**src/rtl/acc4_pkg.sv**
```systemverilog
package acc4_pkg;
  localparam int NUM_SLOTS = 4;
  localparam int OPC_W     = $clog2(NUM_SLOTS);

  typedef enum logic [2:0] {
    OP_EMPTY, OP_ADD, OP_STORE, OP_SHR, OP_SHL, OP_SKIP, OP_PUNCH, OP_NOP
  } op_e;

  typedef enum logic [1:0] {
    ST_IDLE, ST_RUN, ST_HALT
  } seq_st_e;
endpackage

```
**src/rtl/acc4_regfile.sv**
```systemverilog
module acc4_regfile #(
  parameter int WIDTH = 4,
  parameter int AW    = 4
) (
  input  logic             clk,
  input  logic             we,
  input  logic [AW-1:0]    waddr,
  input  logic [WIDTH-1:0] wdata,
  input  logic [AW-1:0]    raddr,
  output logic [WIDTH-1:0] rdata
);
  localparam int DEPTH = 1 << AW;

  logic [WIDTH-1:0] mem [DEPTH];

  always_ff @(posedge clk) begin
    if (we) mem[waddr] <= wdata;
  end

  assign rdata = mem[raddr];
endmodule

```
**src/rtl/acc4_slot_decode.sv**
```systemverilog
module acc4_slot_decode
  import acc4_pkg::*;
#(
  parameter op_e SLOT_MAP [NUM_SLOTS] = '{OP_ADD, OP_SKIP, OP_PUNCH, OP_EMPTY}
) (
  input  logic [OPC_W-1:0] opc,
  output op_e              op
);
  op_e lut [NUM_SLOTS];

  for (genvar g = 0; g < NUM_SLOTS; g++) begin : g_slot
    assign lut[g] = SLOT_MAP[g];
  end

  assign op = lut[opc];
endmodule

```
**src/rtl/acc4_alu.sv**
```systemverilog
module acc4_alu
  import acc4_pkg::*;
#(
  parameter int W = 4
) (
  input  op_e          op,
  input  logic [W-1:0] acc,
  input  logic [W-1:0] operand,
  output logic [W-1:0] acc_next
);
  always_comb begin
    unique case (op)
      OP_ADD:  acc_next = acc + operand;
      OP_SHR:  acc_next = acc >> 1;
      OP_SHL:  acc_next = acc << 1;
      default: acc_next = acc;
    endcase
  end
endmodule

```
**src/rtl/acc4_seq.sv**
```systemverilog
module acc4_seq
  import acc4_pkg::*;
#(
  parameter int AW = 4
) (
  input  logic          clk,
  input  logic          rst_n,
  input  logic          run,
  input  op_e           op,
  input  logic          acc_nz,
  input  logic          stall,
  output logic [AW-1:0] pc,
  output logic          busy,
  output logic          halted,
  output logic          exec
);
  seq_st_e       st;
  logic [AW-1:0] step;

  assign step   = (op == OP_SKIP && acc_nz) ? AW'(2) : AW'(1);
  assign busy   = (st == ST_RUN);
  assign halted = (st == ST_HALT);
  assign exec   = busy && !run && (op != OP_EMPTY) && !stall;

  always_ff @(posedge clk) begin
    if (!rst_n) begin
      st <= ST_IDLE;
      pc <= '0;
    end else begin
      unique case (st)
        ST_IDLE: if (run) begin
          st <= ST_RUN;
          pc <= '0;
        end
        ST_RUN: begin
          if (run)                 pc <= '0;
          else if (op == OP_EMPTY) st <= ST_HALT;
          else if (!stall)         pc <= pc + step;
        end
        default: st <= ST_HALT;
      endcase
    end
  end
endmodule

```
**src/rtl/slotcpu4.sv**
```systemverilog
module slotcpu4
  import acc4_pkg::*;
#(
  parameter int  WORD_W = 4,
  parameter int  ADDR_W = 4,
  parameter op_e SLOT_MAP [NUM_SLOTS] = '{OP_ADD, OP_SKIP, OP_PUNCH, OP_EMPTY}
) (
  input  logic                      clk,
  input  logic                      rst_n,
  input  logic                      run,
  input  logic                      ld_en,
  input  logic                      ld_to_data,
  input  logic [ADDR_W-1:0]         ld_addr,
  input  logic [OPC_W+ADDR_W-1:0]   ld_word,
  output logic                      out_valid,
  input  logic                      out_ready,
  output logic [WORD_W-1:0]         out_data,
  output logic [WORD_W-1:0]         acc_q,
  output logic                      busy,
  output logic                      halted
);
  localparam int INSTR_W = OPC_W + ADDR_W;

  logic [ADDR_W-1:0]  pc;
  logic [INSTR_W-1:0] instr;
  logic [OPC_W-1:0]   opc;
  logic [ADDR_W-1:0]  opaddr;
  logic [WORD_W-1:0]  operand;
  logic [WORD_W-1:0]  acc_next;
  op_e                op;
  logic               stall;
  logic               exec;
  logic               prog_we;
  logic               data_we;
  logic               store_fire;
  logic               punch_fire;
  logic [ADDR_W-1:0]  data_waddr;
  logic [WORD_W-1:0]  data_wdata;

  assign opc    = instr[INSTR_W-1 -: OPC_W];
  assign opaddr = instr[ADDR_W-1:0];

  assign stall      = (op == OP_PUNCH) && out_valid && !out_ready;
  assign store_fire = exec && (op == OP_STORE);
  assign punch_fire = exec && (op == OP_PUNCH);

  assign prog_we    = ld_en && !ld_to_data && !busy;
  assign data_we    = store_fire || (ld_en && ld_to_data && !busy);
  assign data_waddr = store_fire ? opaddr : ld_addr;
  assign data_wdata = store_fire ? acc_q  : ld_word[WORD_W-1:0];

  acc4_regfile #(.WIDTH(INSTR_W), .AW(ADDR_W)) u_prog (
    .clk   (clk),
    .we    (prog_we),
    .waddr (ld_addr),
    .wdata (ld_word),
    .raddr (pc),
    .rdata (instr)
  );

  acc4_regfile #(.WIDTH(WORD_W), .AW(ADDR_W)) u_data (
    .clk   (clk),
    .we    (data_we),
    .waddr (data_waddr),
    .wdata (data_wdata),
    .raddr (opaddr),
    .rdata (operand)
  );

  acc4_slot_decode #(.SLOT_MAP(SLOT_MAP)) u_dec (
    .opc (opc),
    .op  (op)
  );

  acc4_alu #(.W(WORD_W)) u_alu (
    .op       (op),
    .acc      (acc_q),
    .operand  (operand),
    .acc_next (acc_next)
  );

  acc4_seq #(.AW(ADDR_W)) u_seq (
    .clk    (clk),
    .rst_n  (rst_n),
    .run    (run),
    .op     (op),
    .acc_nz (acc_q != '0),
    .stall  (stall),
    .pc     (pc),
    .busy   (busy),
    .halted (halted),
    .exec   (exec)
  );

  always_ff @(posedge clk) begin
    if (!rst_n)              acc_q <= '0;
    else if (run && !halted) acc_q <= '0;
    else if (exec)           acc_q <= acc_next;
  end

  always_ff @(posedge clk) begin
    if (!rst_n) begin
      out_valid <= 1'b0;
      out_data  <= '0;
    end else if (punch_fire) begin
      out_valid <= 1'b1;
      out_data  <= acc_q;
    end else if (out_ready) begin
      out_valid <= 1'b0;
    end
  end
endmodule

```
**config.mk**
```make
export PLATFORM = sky130hd
export DESIGN_NAME = slotcpu4
export DESIGN_NICKNAME = d
export VERILOG_FILES = /design/src/rtl/acc4_pkg.sv /design/src/rtl/acc4_regfile.sv /design/src/rtl/acc4_slot_decode.sv /design/src/rtl/acc4_alu.sv /design/src/rtl/acc4_seq.sv /design/src/rtl/slotcpu4.sv
export SDC_FILE = /design/constraint.sdc
export NUM_CORES = 1
export LEC_CHECK = 0
export ABC_AREA = 1
export BUFFER_PORTS_ARGS = -buffer_cell sky130_fd_sc_hd__buf_2
export CORE_UTILIZATION = 62
export CTS_CLUSTER_DIAMETER = 100
export DETAILED_ROUTE_END_ITERATION = 7
export GPL_ROUTABILITY_DRIVEN = 0
export PLACE_DENSITY = 0.81
export REMOVE_ABC_BUFFERS = 1
export SYNTH_ARGS = -nofsm -noshare
export SYNTH_HDL_FRONTEND = slang
export SYNTH_HIERARCHICAL = 1
export SYNTH_SLANG_ARGS = --single-unit
```
**constraint.sdc**
```tcl
create_clock -name clk -period 4.54 [get_ports clk]
set_clock_uncertainty 0.1 [all_clocks]
set_input_delay 0.454 -clock clk [delete_from_list [all_inputs] [get_ports clk]]
set_output_delay 0.454 -clock clk [all_outputs]
set_load 0.03 [all_outputs]
```
== After elaboration in Yosys (flattened, before gate mapping) ==
Memory sizes are Yosys's and may differ from the RTL's. A register that Yosys moved wholly into a read port is not among the register bits.
Cells that the tools add are included.
Word-level totals
  register bits after elaboration: 15
  memories: 2
  memory bits (writable): 160
Operators by class
  order comparisons: 1
  equal/unequal tests: 13
  add/subtract/negate cells: 2
  bitwise logic cells: 2
  reduce and logical (&&, ||, !) cells: 31
  mux-type cells: 24
Memories
  u_prog.mem: depth 16, bits a word 6, rd ports 1, clocked after memory_dff 1, wr ports 1, line acc4_regfile.sv:14  | logic [WIDTH-1:0] mem [DEPTH];
  u_data.mem: depth 16, bits a word 4, rd ports 1, clocked after memory_dff 0, wr ports 1, line acc4_regfile.sv:14
Operators by type and width (number)
  2-to-1 mux 4 bit: 8
  logical AND 1 bit: 13
  case mux 4 bit (3 select lines): 1
  equality test 3 bit, second input constant: 3
  adder 4 bit: 2
  2-to-1 mux 2 bit: 4
  case mux 4 bit (2 select lines): 1
  binary-select mux 3 bit (select 2 bit): 1
  equality test 3 x 2 -> 1 bit, second input constant: 2
  zero test 1 bit: 6
  2-to-1 mux 1 bit: 6
  2-to-1 mux 3 bit: 2
  inequality test 3 bit, second input constant: 2
  nonzero test 3 bit: 2
  inequality test 2 bit, second input constant: 2
  case mux 2 bit (2 select lines): 1
  AND reduction 4 bit: 1
  nonzero test 2 bit: 2
  nonzero test 4 bit: 1
  equality test 3 x 1 -> 1 bit, second input constant: 1
  >= comparator 3 bit, second input constant: 1
  zero test 3 bit: 1
  NOT 2 -> 3 bit: 1
  AND reduction 3 bit: 1
  other kinds (8): 8

== Logic depth before layout (Yosys ltp) ==
  depth after elaboration: 14
  gate-level depth with buffers: 27
  depth with buffers taken out: 25

== Modules after synthesis ==
The synthesis kept the hierarchy.
By module, submodules not included
  acc4_regfile (u_prog): area each 4207.8 um^2, cells each 414, instances 1, seq. area each 2882.8 um^2
  acc4_regfile (u_data): area each 2887.8 um^2, cells each 288, instances 1, seq. area each 1921.8 um^2
  slotcpu4: area each 554.3 um^2, cells each 84, instances 1, seq. area each 180.2 um^2
  acc4_seq: area each 359.1 um^2, cells each 49, instances 1, seq. area each 120.1 um^2
  acc4_alu: area each 241.5 um^2, cells each 46, instances 1, seq. area each 0.0 um^2
  acc4_slot_decode: area each 23.8 um^2, cells each 4, instances 1, seq. area each 0.0 um^2

== Worst setup path before layout ==
OpenSTA, ideal clock, no wires.
  path type: register to register
  from: reg u_seq/pc[1] (netlist name)
  to: mem u_data.mem[4][0], in the netlist u_data/mem[2][0], enable pin
  stages on the path, launching flop included: 23
  path buffers: 3
  library setup time: 0.329 ns
  slack: 0.952 ns
  arrival time: 3.159 ns
  required time: 4.111 ns
  cell sequence: dfxtp_1 > buf_2 > clkbuf_1 > nand2_1 > nand3_1 > nand3_1 > nand2_1 > inv_1 > ha_1 > inv_1 > nor2_8 > nand2_1 > nor2_1 > nor2_4 > nand2_2 > nor2_1 > inv_2 > nor2_4 > nand2_4 > buf_6 > o21ai_0 > nand3_1 > nor2_1
RTL lines (line)
  to (decl): acc4_regfile.sv:14

==> report_table.html <==
<table>
<tr><th>Metric</th><th>Value</th></tr>
<tr><th colspan="2">Global route</th></tr>
<tr><td>Maximum number of pins on one net before global-route repair</td><td>33</td></tr>
<tr><td>Number of global-route vias before repair</td><td>5731</td></tr>
<tr><td>Wire length of the first global-routing pass</td><td>28500 µm</td></tr>
<tr><td>Initial antenna violation count</td><td>0</td></tr>
<tr><td>Total overflow reported by the global router</td><td>0</td></tr>
<tr><td>Overall fraction of global-route tracks in use</td><td>0.271</td></tr>
<tr><th colspan="2">Power and ir drop</th></tr>
<tr><td>Power density of the placed cells</td><td>385 nW/µm²</td></tr>
<tr><td>Power spent charging and discharging nets</td><td>0.870 mW</td></tr>
<tr><td>Switching Share</td><td>0.248</td></tr>
<tr><td>Comb pwr share</td><td>0.102</td></tr>
<tr><td>Power, Total</td><td>3.50 mW</td></tr>
<tr><td>Clk network pwr share</td><td>0.390</td></tr>
<tr><td>Leakage Power</td><td>3.98 nW</td></tr>
<tr><td>IR Drop Worst-Case VDD</td><td>0.300 mV</td></tr>
<tr><td>Sequential group share of total power</td><td>0.508</td></tr>
<tr><td>Cell-internal power</td><td>2.63 mW</td></tr>
<tr><th colspan="2">Setup path</th></tr>
<tr><td>Crit path top cell by count</td><td>nand2_1</td></tr>
<tr><td>Capturing element type of the critical path</td><td>register</td></tr>
<tr><td>Number of logic stages on the critical path including buffering</td><td>20</td></tr>
<tr><td>Category of cells accounting for the largest share of critical-path delay</td><td>simple AND/OR/NAND/NOR gates</td></tr>
<tr><td>CP required</td><td>4.54 ns</td></tr>
<tr><td>Cell at the slowest stage of the critical path</td><td>dfxtp_1</td></tr>
<tr><td>Critical path arrival</td><td>4.18 ns</td></tr>
<tr><td>Kind of launch point of the worst setup path</td><td>register</td></tr>
<tr><td>Worst Path Max Fanout</td><td>27</td></tr>
<tr><td>Slowest Stage Delay on Critical Path</td><td>0.48 ns</td></tr>
<tr><td>Worst r2r path cells</td><td>20</td></tr>
<tr><td>WP buf/inv</td><td>4</td></tr>
<tr><td>Cell Chain, Critical Path</td><td>buf_4 -&gt; nand2_1 -&gt; nand2_1 -&gt; nand2_1 -&gt; nand3_1 -&gt; nand3_1 -&gt; nand2_1 -&gt; inv_1 -&gt; ha_1 -&gt; inv_1 -&gt; nor2_1 -&gt; nand2_1 -&gt; nand2_2 -&gt; nor2_2 -&gt; inv_2 -&gt; nor2_4 -&gt; nand2_4 -&gt; o21ai_0 -&gt; nand3_1 -&gt; nor2_1</td></tr>
<tr><td>Start-to-end type of the worst setup path</td><td>register to register</td></tr>
<tr><th colspan="2">Yosys</th></tr>
<tr><td>Mean post-synth cell area</td><td>9.35 µm²</td></tr>
<tr><td>Share of the synthesized area in the top cell type</td><td>0.581</td></tr>
<tr><td>Flops &amp; latches, synth</td><td>175</td></tr>
<tr><td>Dominant cells by area after synthesis</td><td>edfxtp_1, nand2_1, nand3_1, inv_1, dfxtp_1</td></tr>
<tr><td>Portion of the post-synthesis area used by sequential elements</td><td>0.617</td></tr>
<tr><td>Number of warnings reported in the yosys synthesis log</td><td>6</td></tr>
<tr><td>Cell type contributing the most total cell area after synthesis</td><td>edfxtp_1</td></tr>
<tr><td>Post-synthesis cell area</td><td>8270 µm²</td></tr>
<tr><td>Count of unique library cells instantiated by Yosys</td><td>34</td></tr>
<tr><td>Cells after Synth</td><td>885</td></tr>
<tr><th colspan="2">STA</th></tr>
<tr><td>Share of the clock period used by the worst path after layout</td><td>0.922</td></tr>
<tr><td>Worst-Margin Slew</td><td>0.911 ns</td></tr>
<tr><td>Final Hold Slack</td><td>0.226 ns</td></tr>
<tr><td>Setup violation total in the final timing report</td><td>0</td></tr>
<tr><td>Worst slew margin</td><td>0.391</td></tr>
<tr><td>Final Hold Fails</td><td>0</td></tr>
<tr><td>Final-report max-slew violation count</td><td>0</td></tr>
<tr><td>Post-route minimum period</td><td>4.19 ns</td></tr>
<tr><td>Max Fclk</td><td>0.239 GHz</td></tr>
<tr><td>Total Negative Setup Slacks</td><td>0 ns</td></tr>
<tr><th colspan="2">Die</th></tr>
<tr><td>Die width</td><td>118 µm</td></tr>
<tr><td>Site Rows</td><td>41</td></tr>
<tr><td>Core box area</td><td>12800 µm²</td></tr>
<tr><td>Number of ports placed on the die boundary</td><td>27</td></tr>
<tr><td>Die area</td><td>13800 µm²</td></tr>
<tr><td>Floorplan die height</td><td>118 µm</td></tr>
<tr><td>Initial Utilization</td><td>0.645</td></tr>
<tr><th colspan="2">Route</th></tr>
<tr><td>Antenna violation net count after detailed routing</td><td>0</td></tr>
<tr><td>Routed len/inst</td><td>16.0 µm</td></tr>
<tr><td>Violation count after the first detailed-route iteration</td><td>776</td></tr>
<tr><td>First-pass iteration count of the detailed router</td><td>6</td></tr>
<tr><td>Total DRC errors in the routed layout</td><td>0</td></tr>
<tr><td>Total wirelength of the detailed-routed design</td><td>17500 µm</td></tr>
<tr><td>Detailed-route vias per instance</td><td>5.47</td></tr>
<tr><td>Vias after detailed routing</td><td>5990</td></tr>
<tr><th colspan="2">Clock tree</th></tr>
<tr><td>Post-CTS clock slew at the launch and capture registers of the worst setup and hold paths</td><td>0.06 ns</td></tr>
<tr><td>Number of clock buffers inserted by TritonCTS</td><td>17</td></tr>
<tr><td>Number of buffers added for setup after CTS</td><td>0</td></tr>
<tr><td>Clock Latency Late Sink</td><td>0.43 ns</td></tr>
<tr><td>Max Buffers Root-to-Sink</td><td>2</td></tr>
<tr><td>H-tree depth reported by CTS</td><td>4</td></tr>
<tr><td>Clock root buffer master</td><td>clkbuf_16</td></tr>
<tr><td>TritonCTS clock tree</td><td>built</td></tr>
<tr><td>Resized Gates After CTS</td><td>0</td></tr>
<tr><td>Number of hold buffers added after cts</td><td>0</td></tr>
<tr><td>Total number of clock tree sinks</td><td>175</td></tr>
<tr><th colspan="2">Worst hold path</th></tr>
<tr><td>Tightest Hold Check Type</td><td>input port to register</td></tr>
<tr><td>Number of stages on the worst hold path</td><td>3</td></tr>
<tr><th colspan="2">Place</th></tr>
<tr><td>Placed Area</td><td>8500 µm²</td></tr>
<tr><td>Count of input and output buffers</td><td>26</td></tr>
<tr><td>Placed cells</td><td>1063</td></tr>
<tr><td>Final HPWL DP</td><td>11500 µm</td></tr>
<tr><th colspan="2">Finish</th></tr>
<tr><td>Fill cell total of the finished layout</td><td>900</td></tr>
<tr><td>Sequential cell area</td><td>5100 µm²</td></tr>
<tr><td>Final non-filler cell area</td><td>9080 µm²</td></tr>
<tr><td>Layout cells sized above 1</td><td>0.135</td></tr>
<tr><td>Antenna diode count</td><td>0</td></tr>
<tr><td>Synth-to-Final Area Change</td><td>9.80%</td></tr>
<tr><td>Count of placed standard cells in the final layout, fillers left out</td><td>1095</td></tr>
<tr><td>Multi-input combinational cell area</td><td>2370 µm²</td></tr>
<tr><td>Nets@finish</td><td>934</td></tr>
<tr><th colspan="2">Run</th></tr>
<tr><td>Number of max-cap violations</td><td>0</td></tr>
<tr><th colspan="2">Status</th></tr>
<tr><td>Run status</td><td>finished, final reports clean</td></tr>
</table>
==> worst register-to-register path: cells and delay by family (launching register included) <==
family                     cells  cell delay (ns)
and+or+nand+nor               14             2.07
DFF                            1             0.48
adders and majority gates      1             0.28
buffers and inverters          4             0.72
AOI/OAI and AO/OA              1             0.22
==> through the flow <==
stage / setup slack (ns) / util
after global routing: -0.00199 / 0.708
after floorplan: 0.0247 / -
after detailed placement: 0.326 / 0.663
after global placement: 0.501 / 0.663
final: 0.354 / 0.708
after CTS: 0.270 / 0.707
==> per-layer routing <==
| metal | vias to the layer above | track usage | part of all wire |
|---|---|---|---|
| met3 | 50 | 0.0547 | 0.089 |
| met5 | - | 0 | 0 |
| li1 | 2876 | - | - |
| met4 | 0 | 0.118 | 0.025 |
| met2 | 342 | 0.424 | 0.47 |
| met1 | 2722 | 0.369 | 0.42 |
==> cells in the final DEF (no fill, tap or decap), types with 2 or more instances in the layout <==
cell type / netlist / layout
buf_2: 12 / 26
nand2_2: 4 / 4
ha_1: 6 / 6
o21ai_2: 4 / 4
inv_2: 28 / 28
nor3_1: 2 / 2
clkinv_2: 4 / 5
nor2_4: 2 / 2
edfxtp_1: 160 / 160
inv_6: 1 / 4
o21ai_0: 4 / 4
nor2_2: 2 / 10
a21boi_0: 2 / 2
dfxtp_1: 15 / 15
nand2_4: 2 / 2
fa_1: 2 / 2
clkinvlp_4: 0 / 4
a21oi_1: 8 / 8
nand3b_1: 2 / 2
inv_1: 129 / 129
nor2_1: 55 / 47
clkinv_4: 0 / 5
buf_4: 8 / 8
nand3_1: 137 / 137
nand4_1: 2 / 2
clkbuf_16: 0 / 17
nand2_1: 278 / 278
==> layout make-up <==
type	instances	share of cell area
multi-input combinational	518	0.260
clock inverter	14	0.0149
clock buffer	18	0.0472
timing repair buffer	35	0.0231
sequential	175	0.562
tap	172	0.0237
inverter	163	0.0687
==> path summary, 6_finish.rpt <==
path | start | endpoint | slack [ns]
setup / recovery | u_seq/pc[0] | u_data/mem[6][2] | 0.35
hold / removal | rst_n | out_data[2] | 0.23
setup reg to reg | u_seq/pc[0] | u_data/mem[6][2] | 0.35
hold reg to reg | u_seq/st[1] | u_seq/st[1] | 0.40
==> state kept, by name (all words and copies together) (netlist names) <==
signal and count:
u_data/mem 64, out_valid 1, u_seq/st 2, u_seq/pc 4, acc_q 4, u_prog/mem 96
out_data 4
==> logic make-up after synthesis <==
kind of cell	synth area share
fa+ha+maj	0.0139
compound gates	0.0153
flops	0.617
simple gates	0.253
xor+xnor	0.00106
buf+inv	0.0995
==> synthesized netlist by cell type (all sizes together) <==
master / number
inv: 159
nor2: 60
nor3: 2
xnor2: 1
a21oi: 9
nand2: 284
clkbuf: 2
nor3b: 1
nand3: 137
edfxtp: 160
dfxtp: 15
nand3b: 2
clkinv: 4
o21ai: 8
ha: 6
buf: 27
fa: 2
a21boi: 3
nand4: 3
==> power by group through the flow <==
stage	logic, mW	clock network, mW	registers, mW
after floorplan	0.220	0	1.82
after global placement	0.341	0	1.81
after detailed placement	0.348	0	1.81
after CTS	0.351	1.39	1.78
after global routing	0.396	1.44	1.78
final	0.358	1.37	1.78
No activity file was read; power rests on OpenSTA's default activity.
